==> src/rtl/i2cq_pkg.sv <==
package i2cq_pkg;

    localparam int BYTE_W  = 8;
    localparam int TGT_W   = 7;
    localparam int CMD_W   = BYTE_W + 2;
    localparam int STAT_W  = 6;
    localparam int OPC_W   = 3;

    localparam int SB_ACT  = 0;
    localparam int SB_TXNF = 1;
    localparam int SB_TXE  = 2;
    localparam int SB_RXNE = 3;
    localparam int SB_RXF  = 4;
    localparam int SB_BUS  = 5;

    typedef enum logic [OPC_W-1:0] {
        OP_START   = 3'd0,
        OP_RESTART = 3'd1,
        OP_WRITE   = 3'd2,
        OP_READ    = 3'd3,
        OP_STOP    = 3'd4
    } bus_op_e;

    typedef enum logic [1:0] {
        AB_NONE       = 2'd0,
        AB_ADDR_NAK   = 2'd1,
        AB_DATA_NAK   = 2'd2,
        AB_NO_RESTART = 2'd3
    } abort_e;

    typedef struct packed {
        logic              stop;
        logic              rd;
        logic [BYTE_W-1:0] data;
    } cmd_t;

    typedef enum logic [3:0] {
        SQ_IDLE,
        SQ_START,
        SQ_ADDR,
        SQ_PICK,
        SQ_STALL,
        SQ_WR,
        SQ_RD,
        SQ_RESTART,
        SQ_STOP
    } seq_e;

    function automatic logic [BYTE_W-1:0] addr_byte(input logic [TGT_W-1:0] a,
                                                    input logic rd);
        return {a, rd};
    endfunction

endpackage

==> src/rtl/i2cq_fifo.sv <==
module i2cq_fifo #(
    parameter int W     = 8,
    parameter int DEPTH = 16
) (
    input  logic         clk,
    input  logic         rst,
    input  logic         flush,
    input  logic         push,
    input  logic [W-1:0] wdata,
    input  logic         pop,
    output logic [W-1:0] rdata,
    output logic         full,
    output logic         empty
);
    localparam int AW = $clog2(DEPTH);
    localparam int CW = AW + 1;

    logic [W-1:0]  mem [DEPTH];
    logic [AW-1:0] wptr, rptr;
    logic [CW-1:0] cnt;
    logic          do_push, do_pop;

    assign full    = (cnt == CW'(DEPTH));
    assign empty   = (cnt == '0);
    assign do_push = push && !full;
    assign do_pop  = pop && !empty;
    assign rdata   = mem[rptr];

    always_ff @(posedge clk) begin
        if (do_push && !flush)
            mem[wptr] <= wdata;
    end

    always_ff @(posedge clk) begin
        if (rst || flush) begin
            wptr <= '0;
            rptr <= '0;
            cnt  <= '0;
        end else begin
            if (do_push)
                wptr <= wptr + AW'(1);
            if (do_pop)
                rptr <= rptr + AW'(1);
            cnt <= cnt + CW'(do_push) - CW'(do_pop);
        end
    end

    AST_FULL_PUSH_DROPPED: assert property (@(posedge clk) disable iff (rst)
        (full && push && !pop && !flush) |=> (cnt == $past(cnt)));
    AST_FLUSH_EMPTIES: assert property (@(posedge clk) disable iff (rst)
        flush |=> empty);

endmodule

==> src/rtl/i2cq_status.sv <==
module i2cq_status
    import i2cq_pkg::*;
(
    input  logic              tx_full,
    input  logic              tx_empty,
    input  logic              rx_full,
    input  logic              rx_empty,
    input  logic              bus_owned,
    output logic [STAT_W-1:0] status
);
    always_comb begin
        status          = '0;
        status[SB_BUS]  = bus_owned;
        status[SB_ACT]  = bus_owned || !tx_empty;
        status[SB_TXNF] = !tx_full;
        status[SB_TXE]  = tx_empty;
        status[SB_RXNE] = !rx_empty;
        status[SB_RXF]  = rx_full;
    end
endmodule

==> src/rtl/i2cq_seq.sv <==
module i2cq_seq
    import i2cq_pkg::*;
(
    input  logic              clk,
    input  logic              rst,
    input  cmd_t              tx_head,
    input  logic              tx_empty,
    output logic              tx_pop,
    output logic              tx_flush,
    input  logic              rx_full,
    output logic              rx_push,
    output logic [BYTE_W-1:0] rx_wdata,
    input  logic              hold_stop,
    input  logic              restart_en,
    input  logic              tgt_load,
    input  logic [TGT_W-1:0]  tgt_addr,
    output logic              op_valid,
    output bus_op_e           op_code,
    output logic [BYTE_W-1:0] op_wdata,
    output logic              op_nak,
    input  logic              op_done,
    input  logic              op_rx_nak,
    input  logic [BYTE_W-1:0] op_rdata,
    output abort_e            abort_cause,
    output logic              scl_hold,
    output logic              bus_owned
);
    seq_e             st, st_nx;
    logic             dir_q, dir_nx;
    abort_e           cause_q, cause_nx;
    logic [TGT_W-1:0] tgt_q;

    always_comb begin
        st_nx    = st;
        dir_nx   = dir_q;
        cause_nx = cause_q;
        tx_pop   = 1'b0;
        tx_flush = 1'b0;
        rx_push  = 1'b0;
        case (st)
            SQ_IDLE: begin
                if (!tx_empty) begin
                    st_nx    = SQ_START;
                    dir_nx   = tx_head.rd;
                    cause_nx = AB_NONE;
                end
            end
            SQ_START, SQ_RESTART: begin
                if (op_done)
                    st_nx = SQ_ADDR;
            end
            SQ_ADDR: begin
                if (op_done) begin
                    if (op_rx_nak) begin
                        cause_nx = AB_ADDR_NAK;
                        tx_flush = 1'b1;
                        st_nx    = SQ_STOP;
                    end else begin
                        st_nx = SQ_PICK;
                    end
                end
            end
            SQ_PICK: begin
                if (tx_empty) begin
                    if (!hold_stop)
                        st_nx = SQ_STOP;
                end else if (tx_head.rd != dir_q) begin
                    if (restart_en) begin
                        st_nx  = SQ_RESTART;
                        dir_nx = tx_head.rd;
                    end else begin
                        cause_nx = AB_NO_RESTART;
                        tx_flush = 1'b1;
                        st_nx    = SQ_STOP;
                    end
                end else if (tx_head.rd) begin
                    st_nx = rx_full ? SQ_STALL : SQ_RD;
                end else begin
                    st_nx = SQ_WR;
                end
            end
            SQ_STALL: begin
                if (!rx_full)
                    st_nx = SQ_RD;
            end
            SQ_WR: begin
                if (op_done) begin
                    if (op_rx_nak) begin
                        cause_nx = AB_DATA_NAK;
                        tx_flush = 1'b1;
                        st_nx    = SQ_STOP;
                    end else begin
                        tx_pop = 1'b1;
                        st_nx  = tx_head.stop ? SQ_STOP : SQ_PICK;
                    end
                end
            end
            SQ_RD: begin
                if (op_done) begin
                    rx_push = 1'b1;
                    tx_pop  = 1'b1;
                    st_nx   = tx_head.stop ? SQ_STOP : SQ_PICK;
                end
            end
            SQ_STOP: begin
                if (op_done)
                    st_nx = SQ_IDLE;
            end
            default: st_nx = SQ_IDLE;
        endcase
    end

    always_comb begin
        op_valid = 1'b1;
        op_code  = OP_WRITE;
        op_wdata = '0;
        op_nak   = 1'b0;
        case (st)
            SQ_START:   op_code  = OP_START;
            SQ_RESTART: op_code  = OP_RESTART;
            SQ_ADDR:    op_wdata = addr_byte(tgt_q, dir_q);
            SQ_WR:      op_wdata = tx_head.data;
            SQ_RD: begin
                op_code = OP_READ;
                op_nak  = tx_head.stop;
            end
            SQ_STOP:    op_code  = OP_STOP;
            default:    op_valid = 1'b0;
        endcase
    end

    always_ff @(posedge clk) begin
        if (rst) begin
            st      <= SQ_IDLE;
            dir_q   <= 1'b0;
            cause_q <= AB_NONE;
            tgt_q   <= '0;
        end else begin
            st      <= st_nx;
            dir_q   <= dir_nx;
            cause_q <= cause_nx;
            if (tgt_load && st == SQ_IDLE && tx_empty)
                tgt_q <= tgt_addr;
        end
    end

    assign rx_wdata    = op_rdata;
    assign abort_cause = cause_q;
    assign scl_hold    = (st == SQ_STALL);
    assign bus_owned   = (st != SQ_IDLE);

    AST_OP_HELD: assert property (@(posedge clk) disable iff (rst)
        (op_valid && !op_done) |=> (op_valid && $stable(op_code) && $stable(op_wdata)));
    AST_NO_READ_INTO_FULL: assert property (@(posedge clk) disable iff (rst)
        (op_valid && op_code == OP_READ) |-> !rx_full);
    AST_TGT_IDLE_ONLY: assert property (@(posedge clk) disable iff (rst)
        !$stable(tgt_q) |-> ($past(st) == SQ_IDLE && $past(tx_empty)));
    AST_NAK_ABORTS: assert property (@(posedge clk) disable iff (rst)
        (op_valid && op_code == OP_WRITE && op_done && op_rx_nak) |=> (abort_cause != AB_NONE));
    AST_FLUSH_THEN_STOP: assert property (@(posedge clk) disable iff (rst)
        tx_flush |=> (op_valid && op_code == OP_STOP));

endmodule

==> src/rtl/i2cq_engine.sv <==
module i2cq_engine
    import i2cq_pkg::*;
#(
    parameter int TX_DEPTH = 16,
    parameter int RX_DEPTH = 16
) (
    input  logic              clk,
    input  logic              rst,
    input  logic              cmd_push,
    input  logic [CMD_W-1:0]  cmd_word,
    input  logic              rx_pop,
    output logic [BYTE_W-1:0] rx_data,
    input  logic              hold_stop,
    input  logic              restart_en,
    input  logic              tgt_load,
    input  logic [TGT_W-1:0]  tgt_addr,
    output logic [STAT_W-1:0] status,
    output logic [1:0]        abort_cause,
    output logic              scl_hold,
    output logic              op_valid,
    output logic [OPC_W-1:0]  op_code,
    output logic [BYTE_W-1:0] op_wdata,
    output logic              op_nak,
    input  logic              op_done,
    input  logic              op_rx_nak,
    input  logic [BYTE_W-1:0] op_rdata
);
    cmd_t              tx_head;
    logic              tx_full, tx_empty, tx_pop, tx_flush;
    logic              rx_full, rx_empty, rx_push;
    logic [BYTE_W-1:0] rx_wdata;
    logic              bus_owned;
    bus_op_e           op_code_e;
    abort_e            cause_e;

    i2cq_fifo #(.W(CMD_W), .DEPTH(TX_DEPTH)) u_txq (
        .clk   (clk),
        .rst   (rst),
        .flush (tx_flush),
        .push  (cmd_push),
        .wdata (cmd_word),
        .pop   (tx_pop),
        .rdata (tx_head),
        .full  (tx_full),
        .empty (tx_empty)
    );

    i2cq_fifo #(.W(BYTE_W), .DEPTH(RX_DEPTH)) u_rxq (
        .clk   (clk),
        .rst   (rst),
        .flush (1'b0),
        .push  (rx_push),
        .wdata (rx_wdata),
        .pop   (rx_pop),
        .rdata (rx_data),
        .full  (rx_full),
        .empty (rx_empty)
    );

    i2cq_seq u_seq (
        .clk         (clk),
        .rst         (rst),
        .tx_head     (tx_head),
        .tx_empty    (tx_empty),
        .tx_pop      (tx_pop),
        .tx_flush    (tx_flush),
        .rx_full     (rx_full),
        .rx_push     (rx_push),
        .rx_wdata    (rx_wdata),
        .hold_stop   (hold_stop),
        .restart_en  (restart_en),
        .tgt_load    (tgt_load),
        .tgt_addr    (tgt_addr),
        .op_valid    (op_valid),
        .op_code     (op_code_e),
        .op_wdata    (op_wdata),
        .op_nak      (op_nak),
        .op_done     (op_done),
        .op_rx_nak   (op_rx_nak),
        .op_rdata    (op_rdata),
        .abort_cause (cause_e),
        .scl_hold    (scl_hold),
        .bus_owned   (bus_owned)
    );

    i2cq_status u_stat (
        .tx_full   (tx_full),
        .tx_empty  (tx_empty),
        .rx_full   (rx_full),
        .rx_empty  (rx_empty),
        .bus_owned (bus_owned),
        .status    (status)
    );

    assign op_code     = op_code_e;
    assign abort_cause = cause_e;

endmodule

==> config.mk <==
export PLATFORM = sky130hd
export DESIGN_NAME = i2cq_engine
export DESIGN_NICKNAME = d
export VERILOG_FILES = /design/src/rtl/i2cq_pkg.sv /design/src/rtl/i2cq_fifo.sv /design/src/rtl/i2cq_status.sv /design/src/rtl/i2cq_seq.sv /design/src/rtl/i2cq_engine.sv
export SDC_FILE = /design/constraint.sdc
export NUM_CORES = 1
export LEC_CHECK = 0
export ABC_AREA = 1
export BUFFER_PORTS_ARGS = -buffer_cell sky130_fd_sc_hd__buf_2
export CELL_PAD_IN_SITES_DETAIL_PLACEMENT = 1
export CELL_PAD_IN_SITES_GLOBAL_PLACEMENT = 1
export CORE_MARGIN = 2
export CORE_UTILIZATION = 45
export CTS_BUF_LIST = sky130_fd_sc_hd__clkbuf_2
export DETAILED_ROUTE_END_ITERATION = 8
export GPL_TIMING_DRIVEN = 0
export MAX_ROUTING_LAYER = met4
export PLACE_DENSITY = 0.75
export SLEW_MARGIN = 20
export SYNTH_ARGS = -nofsm -noshare
export SYNTH_HDL_FRONTEND = slang
export SYNTH_HIERARCHICAL = 1
export SYNTH_SLANG_ARGS = --single-unit
==> constraint.sdc <==
create_clock -name clk -period 2.9 [get_ports clk]
set_clock_uncertainty 0.2 [all_clocks]
set_input_delay 0.87 -clock clk [delete_from_list [all_inputs] [get_ports clk]]
set_output_delay 0.87 -clock clk [all_outputs]
set_load 0.01 [all_outputs]
== After elaboration in Yosys (flattened, before gate mapping) ==
Memory sizes are Yosys's and may differ from the RTL's. A register that Yosys moved wholly into a read port is not among the register bits.
Index checks and enable logic that the tools add are counted.
W data, S select, Z words.

* Bits in writable memories: 288
* Flip-flop bits (word level): 40
* Output and inout bits: 30
* Memories kept: 2
* Bits in latches: 0
* Input port bits: 34
* Memory bits (read-only): 0
* Logic and storage cells: 125

{| class="wikitable"
|+ Memories
! name !! depth !! bits a word !! rd ports !! clocked after memory_dff !! wr ports !! RTL line !! RTL
|-
| u_txq.mem || 16 || 10 || 1 || 1 || 1 || i2cq_fifo.sv:18 || <nowiki>logic [W-1:0] mem [DEPTH];</nowiki>
|-
| u_rxq.mem || 16 || 8 || 1 || 1 || 1 || i2cq_fifo.sv:18 ||
|}

* Multiplexer cells: 54
* Reduce and logical (&&, ||, !) cells: 26
* Equal/unequal tests: 25
* Add/subtract/negate cells: 8
* Divide/modulo/power cells: 0
* Order comparisons: 0
* Multipliers: 0
* Shifts and indexed selects: 0
* Bitwise operators: 0

{| class="wikitable"
|+ Operators by type and width
! cell !! count
|-
| $mux W4 || 19
|-
| $pmux W4 S8 || 1
|-
| $ne A2 B2 Y1 const B || 12
|-
| $mux W1 || 19
|-
| $mux W2 || 9
|-
| $add A4 B1 Y4 const B || 4
|-
| $eq A4 B3 Y1 const B || 4
|-
| $pmux W8 S2 || 1
|-
| $pmux W3 S4 || 1
|-
| $add A5 B1 Y5 || 2
|-
| $eq A5 B5 Y1 const B || 2
|-
| $logic_not A5 Y1 || 2
|-
| $sub A5 B1 Y5 || 2
|-
| $reduce_and A9 Y1 || 1
|-
| $eq A4 B2 Y1 const B || 2
|-
| $pmux W2 S4 || 1
|-
| $reduce_and A8 Y1 || 1
|-
| $reduce_bool A4 Y1 || 2
|-
| $logic_and A1 B1 Y1 || 7
|-
| $pmux W1 S2 || 3
|-
| $reduce_or A6 Y1 || 1
|-
| $logic_not A1 Y1 || 5
|-
| $reduce_and A5 Y1 || 1
|-
| $eq A4 B1 Y1 const B || 1
|-
| 8 further kinds || 10
|}

== Logic depth before layout (Yosys ltp) ==
Gate-level depths: netlist of the first run.

* Word-level depth: 8
* Gate-level depth with buffers: 18
* Mapped depth without buffers: 18

== Cells and area by module ==
The synthesis of the first run kept the hierarchy.

{| class="wikitable"
|+ Modules (own cells, without submodules)
! module !! cells each !! instances !! area an instance (µm²) !! seq. area each (µm²)
|-
| i2cq_fifo at u_txq || 780 || 1 || 7801.2 || 5144.9
|-
| i2cq_fifo at u_rxq || 651 || 1 || 6447.4 || 4184.0
|-
| i2cq_seq || 189 || 1 || 1216.2 || 280.3
|-
| i2cq_status || 7 || 1 || 37.5 || 0.0
|-
| i2cq_engine || 1 || 1 || 3.8 || 0.0
|}

== Least setup slack after synthesis of the first run ==
No wires, ideal clock.

* Kind: input to register
* From: input port op_done
* To: register u_txq.cnt[4]
* Arrival time: 2562 ps
* Path slack: 26 ps
* Stages on the path: 14
* Setup time: 113 ps
* Buffers on the path: 0
* Data required time: 2587 ps
* Cell sequence: inv_1 -> a21oi_1 -> nand2_1 -> inv_1 -> ha_1 -> inv_1 -> ha_1 -> fa_1 -> nand2_1 -> a21oi_1 -> nor2_1 -> nand2_1 -> nand2_1 -> nor2_1

* Cells in the longest elaborated chain, start to end: 4
* Elaborated cells on any way between the ends: 8
* Those cells by class: add/sub (1); mux (5); reduce/logical (2)

{| class="wikitable"
|+ RTL lines
! element !! RTL line !! RTL
|-
| from (decl) || i2cq_engine.sv:24 || <nowiki>input logic op_done,</nowiki>
|-
| $mux W1 (on tied branches) || i2cq_seq.sv:99, i2cq_seq.sv:87 ||
|-
| $pmux W1 S2 * || i2cq_seq.sv:40 || <nowiki>case (st)</nowiki>
|-
| via tx_pop || i2cq_engine.sv:29 || <nowiki>logic tx_full, tx_empty, tx_pop, tx_flush;</nowiki>
|-
| $logic_and A1 B1 Y1 * || i2cq_fifo.sv:26 || <nowiki>assign do_pop = pop && !empty;</nowiki>
|-
| $sub A5 B1 Y5 * || i2cq_fifo.sv:44 || <nowiki>cnt <= cnt + CW'(do_push) - CW'(do_pop);</nowiki>
|-
| to (signal assigned) || i2cq_fifo.sv:44 ||
|-
| to (decl) || i2cq_fifo.sv:20 || <nowiki>logic [CW-1:0] cnt;</nowiki>
|}

Mark *: on every way through the listed nets, which the timed path passes. The rest lies on a longest branch.
A chain may end at the register's enable or synchronous reset.

==> results.ini, run 1 <==
[run_status]
status=finished with violations
violations=setup timing

[global_routing]
grtUsageTotal=0.2710
grt_max_degree=17
antenna_found_initial=3
grt_pass1_wl_um=71410
grt_overflow=0
grt_pass1_vias=12870

[routing]
drt-initial-drc-count=1097
via_per_inst=5.380
wirelength_um=51690
drt-met1-wl_um=20480
vias=12640
firstDrtPassIters=7
route.detailed.wl_per_inst_um=22.01
drc=0
met2RoutedLength_um=25880
wl_met3_um=3373
ant_nets=0
dr.max_layer_used=met4

[synth]
netlist_instances=1628
synthTopCellsByArea=edfxtp_1 56%, nand2_1 11%, nand3_1 8.0%, inv_1 6.8%, dfxtp_1 6.2%
synth_mux_area_frac=0
seq_area_frac_synth=0.6197
synth_compound_area_frac=0.01549
synth.ff_latch_count=336
yosys.area.top_type=edfxtp_1
postSynthAreaPerCell_um2=9.525
synth_top_area_share=0.5577
synth_top_family_by_area=simple AND/OR/NAND/NOR gates
synth-adder-area-share=0.02033
synth_cell_types=36
synth-simple-area-share=0.2383
yosys_warnings=6
synth_xor_area_frac=0.003389
synth_area_um2=15510

[worst_setup_path]
critPathKind=reg -> out
reg2reg_slack_ns=-0.38
crit_fanout=6
cp.required_ns=1.83
cp-start-kind=register
cp-end-kind=output pin
crit_slowest_cell=dfxtp_4
worstReg2RegEnd=u_txq/mem[9][4]$_DFFE_PP_
cp_cell_sequence=buf_12 -> inv_8 -> buf_8 -> nand2_1 -> nand3_1 -> nand3_2 -> nand3_2 -> nand2_2 -> a32o_1 -> buf_2
cp_common_cell=nand3_2
worstRegToRegCells=18
cp_data_arrival_time_ns=2.59
cpPeakStageDelay_ns=0.38

[flow_run]
max-cap-violations=0

[floorplanning]
core_um2=33700
fp.dieW_um=189.6
die-area_um2=35960
initial_core_util=0.4601
ioPinCount=64
placementRows=67
die_y_um=189.6

[timing]
rsz0062_at_grt=yes
tightest_slew_ns=1.174
worst_slack_ns=-0.7557
fmax_mhz=273.5
slew_viol_final=0
fin_hold_ws_ns=0.06446
final-hold-violation-count=0
max-slew-margin-rel=0.2142
setup-tns-final_ns=-59.41
fin_crit_ns=3.656
timing.final.crit_share=1.261
setup_viol=187

[placed_design]
io_buffers=55
placed_cell_area_um2=16350
place_inst=2132
gp_congestion=0.9270
dpl.hpwl_um=30200

[power_and_ir_drop]
max-vdd-ir-drop_v=0.0005054
p_leak_uw=0.008455
power_density_nw_per_um2=668.2

[layout]
final_cell_mix=393 x nand2_1, 288 x edfxtp_1, 275 x inv_1
fin_cells=2349
nets=1891
area_growth_pct=24.15
final_common_cell=nand2_1
final_area_um2=19250
drive_gt1_frac=0.2831

[min_path]
min_to=u_rxq/mem[2][3]$_DFFE_PP_
hold_depth=1
hp-class=in -> reg
min-delay-start=op_rdata[3]

[clock_tree]
cts_buffers=88
clock-sinks=336
clk_latency_ns=0.99
clock-root-buffer=clkbuf_2
cts_tree=yes
htreeDepth=3
clk_pin_slew_ns=0.13
cts.path.max_buffers=3

where the power goes:
part | internal (µW) | switching, µW | total [µW]
registers | 5470 | 153 | 5630
logic | 1450 | 2300 | 3760
clock network | 1430 | 2050 | 3480
total | 8350 | 4510 | 12900
synthesized netlist by cell type, drive strengths merged:
master  count
nor3b       2
buf        65
clkbuf      5
nand3b      1
nor2      122
nor4        1
a21oi      10
fa          2
edfxtp    288
xor2        6
nand2     467
o21ai      21
ha         22
inv       293
and3        2
o21bai      1
nand3     253
a32o        7
nand4       9
nor3        1
dfxtp      48
conb        1
clkinv      1
per-stage QoR:
stage / power, µW / worst slack (ns) / util
2_1_floorplan: 7716 / 0.02571 / -
3_3_place_gp: 8528 / -0.8515 / 0.4850
3_5_place_dp: 8620 / -0.9305 / 0.4850
4_1_cts: 12160 / -0.6709 / 0.5353
5_1_grt: 13570 / -0.8700 / 0.5712
6_report: 12860 / -0.7557 / 0.5712
worst max-delay path, delay by kind of cell, from the launching register on:
kind	cells	cell delay, ns
flip-flops	1	0.38
AO/OA/AOI/OAI	1	0.23
buffers and inverters	4	0.52
AND/OR/NAND/NOR	5	0.57
registers in the layout, indices dropped and copies added (netlist names), named ones only:
name and flops:
u_rxq/cnt 5, u_rxq/mem 128, u_rxq/wptr 4, u_seq/abort_cause 2
u_seq/tgt_q 7, u_seq/dir_q 1, u_txq/wptr 4, u_txq/mem 160
u_seq/st 4, u_rxq/rptr 4, u_txq/rptr 4, u_txq/cnt 5
kinds of logic (layout without fill, tap and decap cells):
logic type	Yosys count	after routing
compound gates	39	39
buf+inv	364	632
flops	336	336
fa+ha+maj	24	24
other cells	1	6
xor+xnor	6	6
simple gates	858	858
repair_timing:
| item | CTS | global route |
|---|---|---|
| gates cloned | 3 | 9 |
| setup buffers | 13 | 26 |
| pin swaps | 51 | 58 |
| resized for setup | 153 | 190 |
| hold buffers | 9 | 0 |
| endpoints found under the hold margin | 10 | 0 |
| endpoints found under the setup margin | 285 | 298 |
how the worst max path moves through the flow:
stage | startpoint | to
4_1_cts | register | op_wdata[5]
6_report | register | op_wdata[3]
5_1_grt | register | op_wdata[3]
3_5_place_dp | register | u_txq/mem[11][8]$_DFFE_PP_
2_1_floorplan | op_done | u_txq/cnt[4]$_SDFF_PP0_
3_3_place_gp | register | u_txq/mem[13][0]$_DFFE_PP_
per-layer routing:
metal / track usage / up-vias
li1: - / 5691
met1: 0.3320 / 6251
met2: 0.4528 / 549
met3: 0.04243 / 146
met4: 0.1064 / 0
met5: - / -
final cells by class:
class	instances	area, µm²
Buffer	69	754.5
Inverter	294	1132
Timing Repair inverter	1	11.26
Antenna cell	4	10.01
Sequential cell	336	9632
Clock inverter	29	202.7
Tap cell	448	560.5
Timing Repair Buffer	114	1124
Fill cell	3800	14450
Multi-Input combinational cell	929	5199
Clock buffer	125	625.6
Note: power is estimated with default switching activity, not from simulation.
==> run 2, diff against run 1 <==
CORE_UTILIZATION = 50   (was 45)
CTS_CLUSTER_DIAMETER = 30   (was default)
PLACE_DENSITY = 0.79   (was 0.75)
clock period = 4 ns   (was 2.9 ns; I/O delays follow)
==> results.ini, run 2 (synthesis gave the netlist of run 1 again) <==
[min_path]
hp-class=in -> reg  ; unchanged

[routing]
drt-initial-drc-count=1028  ; was 1097
drc=0  ; unchanged
ant_nets=0  ; unchanged
firstDrtPassIters=5  ; was 7
wirelength_um=45510  ; was 51690 µm
vias=12030  ; was 12.64k
via_per_inst=5.334  ; was 5.380
route.detailed.wl_per_inst_um=20.17  ; was 22.01 µm

[global_routing]
grt_pass1_wl_um=69300  ; was 71410 µm
grt_max_degree=17  ; unchanged
grt_overflow=0  ; unchanged
grtUsageMet2=0.4722  ; was 0.4528
grtUsageMet3=0.05841  ; was 0.04243
grtUsageTotal=0.2871  ; was 0.2710
grt_pass1_vias=12700  ; was 12.87k
met1_usage=0.3471  ; was 0.3320
gr-max-usage-layer=met2  ; unchanged
antenna_found_initial=2  ; was 3

[floorplanning]
initial_core_util=0.5069  ; was 0.4601
die_y_um=180.1  ; was 189.6 µm
ioPinCount=64  ; unchanged
core_um2=30590  ; was 33700 µm²
placementRows=64  ; was 67
die-area_um2=32440  ; was 35960 µm²
fp.dieW_um=180.1  ; was 189.6 µm

[layout]
final_area_um2=17810  ; was 19250 µm²
area_growth_pct=14.89  ; was 24.15%
multi_input_area_um2=4616  ; was 5199 µm²
reg.largest.list=u_txq/mem (160), u_rxq/mem (128), u_seq/tgt_q (7)  ; unchanged
drive_gt1_frac=0.1997  ; was 0.2831
largest_reg_flops=160  ; unchanged
regMostFlops=u_txq/mem  ; unchanged
final_common_cell=nand2_1  ; unchanged
seq_area_um2=9613  ; was 9632 µm²
n_fill_cell=3552  ; was 3800
nets=1841  ; was 1891
post-route-util=0.5824  ; was 0.5712
final_cell_mix=441 x nand2_1, 288 x edfxtp_1, 279 x inv_1  ; was 393 x nand2_1, 288 x edfxtp_1, 275 x inv_1
fin_cells=2256  ; was 2349

[worst_setup_path]
cpPeakStageDelay_ns=0.38  ; about the same
cp-start-kind=register  ; unchanged
cp_common_cell=nand2_1  ; was nand3_2
crit_fanout=6  ; unchanged
cp-end-kind=output pin  ; unchanged
crit_slowest_cell=dfxtp_4  ; unchanged
cp_cell_sequence=buf_12 -> inv_6 -> buf_8 -> nand2_1 -> nand2_1 -> nand2_1 -> nand3_1 -> nand3_2 -> nand2_2 -> a32o_1 -> buf_2  ; was buf_12 -> inv_8 -> buf_8 -> nand2_1 -> nand3_1 -> nand3_2 -> nand3_2 -> nand2_2 -> a32o_1 -> buf_2
cp_data_arrival_time_ns=2.61  ; was 2.59 ns
cpLargestDelayFamily=simple AND/OR/NAND/NOR gates  ; unchanged
critPathKind=reg -> out  ; unchanged
cp.required_ns=2.60  ; was 1.83 ns
path_buf_inv=4  ; unchanged

[timing]
slew_viol_final=0  ; unchanged
max-slew-margin-rel=0.2462  ; was 0.2142
setup_viol=1  ; was 187
timing.final.crit_share=1.003
worst_slack_ns=-0.01234  ; was -0.7557 ns
fmax_mhz=249.2
rsz0062_at_grt=yes  ; unchanged
fin_hold_ws_ns=0.2740  ; was 0.06446 ns
fin_crit_ns=4.012
final-hold-violation-count=0  ; unchanged
tightest_slew_ns=1.127  ; was 1.174 ns

[clock_tree]
clk_pin_slew_ns=0.11  ; was 0.13 ns
clk_latency_ns=0.98  ; was 0.99 ns
cts_buffers=92  ; was 88
htreeDepth=3  ; unchanged
clock-sinks=336  ; unchanged
holdBufCountCts=0  ; was 9
clock-root-buffer=clkbuf_2  ; unchanged
cts.path.max_buffers=3  ; unchanged
cts_tree=yes  ; unchanged

[flow_run]
max-cap-violations=0  ; unchanged

[power_and_ir_drop]
power_density_nw_per_um2=511.4  ; was 668.2 nW/µm²
max-vdd-ir-drop_v=0.0003174  ; was 0.0005054 V
p_leak_uw=0.007962  ; was 0.008455 µW
finalPower_uw=9110  ; was 12860 µW

[run_status]
status=finished with violations  ; unchanged
violations=setup timing  ; unchanged

[placed_design]
dpl.hpwl_um=30380  ; was 30200 µm
io_buffers=55  ; unchanged
place_inst=2080  ; was 2132
placed_cell_area_um2=16280  ; was 16350 µm²
gp_congestion=0.9376  ; was 0.9270

run 2: changes by cell type in the layout (fill, tap and decap cells not counted), sizes merged:
cell         change
dlygate4sd3      -9
inv              +2
diode            -2
bufinv           +4
buf             -40
clkinvlp         -1
clkbuf           -8
clkinv          +13
run 2: per-layer routing:
metal,routed length [µm],vias to the layer above
li1,-,5583
met1,18800,5931
met2,22430,400
met3,2809,119
met4,1470,0
met5,0,-
run 2: tightest hold or removal path: stages:
cell and delay (ns):
buf_2 0.07, o21ai_0 0.07, nor2_1 0.07
run 2: area by class of cell:
cell class                      instances  share of cell area
Sequential cell                       336              0.5396
Timing Repair Buffer                   61             0.02079
Multi-Input combinational cell        929              0.2591
Antenna cell                            2           0.0002809
Clock buffer                          122             0.03427
Buffer                                 68             0.03308
Timing Repair inverter                  1           0.0004916
Clock inverter                         47             0.02149
Inverter                              294             0.06307
Tap cell                              396             0.02781
run 2: report_power, final:
group / total (µW) / internal (µW) / switching (µW)
Sequential: 4060 / 3960 / 96.8
Clock: 2820 / 1310 / 1510
Combinational: 2230 / 754 / 1480
Total: 9110 / 6030 / 3080
run 2: what timing repair did:
item,4_1_cts,5_1_grt
setup buffers,2,1
gates cloned,3,1
setup endpoints to repair,9,27
gates resized for setup,75,48
pin swaps,11,9
run 2: worst paths after layout:
path | start | endpoint | slack, ns | depth (start not counted)
setup / recovery | register | op_wdata[3] | -0.01 | 11
hold / removal | tgt_addr[4] | u_seq/tgt_q[4]$_SDFFE_PP0P_ | 0.27 | 3
setup reg to reg | register | u_txq/mem[12][0]$_DFFE_PP_ | 0.22 | 18
hold reg to reg | u_seq/tgt_q[1]$_SDFFE_PP0P_ | u_seq/tgt_q[1]$_SDFFE_PP0P_ | 0.30 | 2
run 2: per-stage QoR:
stage | setup TNS [ns] | setup slack (ns)
after floorplan | 0 | 0.7957
after global placement | 0 | 0.3317
after detailed placement | 0 | 0.1939
after CTS | -0.5012 | -0.07913
after global routing | -0.6630 | -0.1203
final | -0.01234 | -0.01234
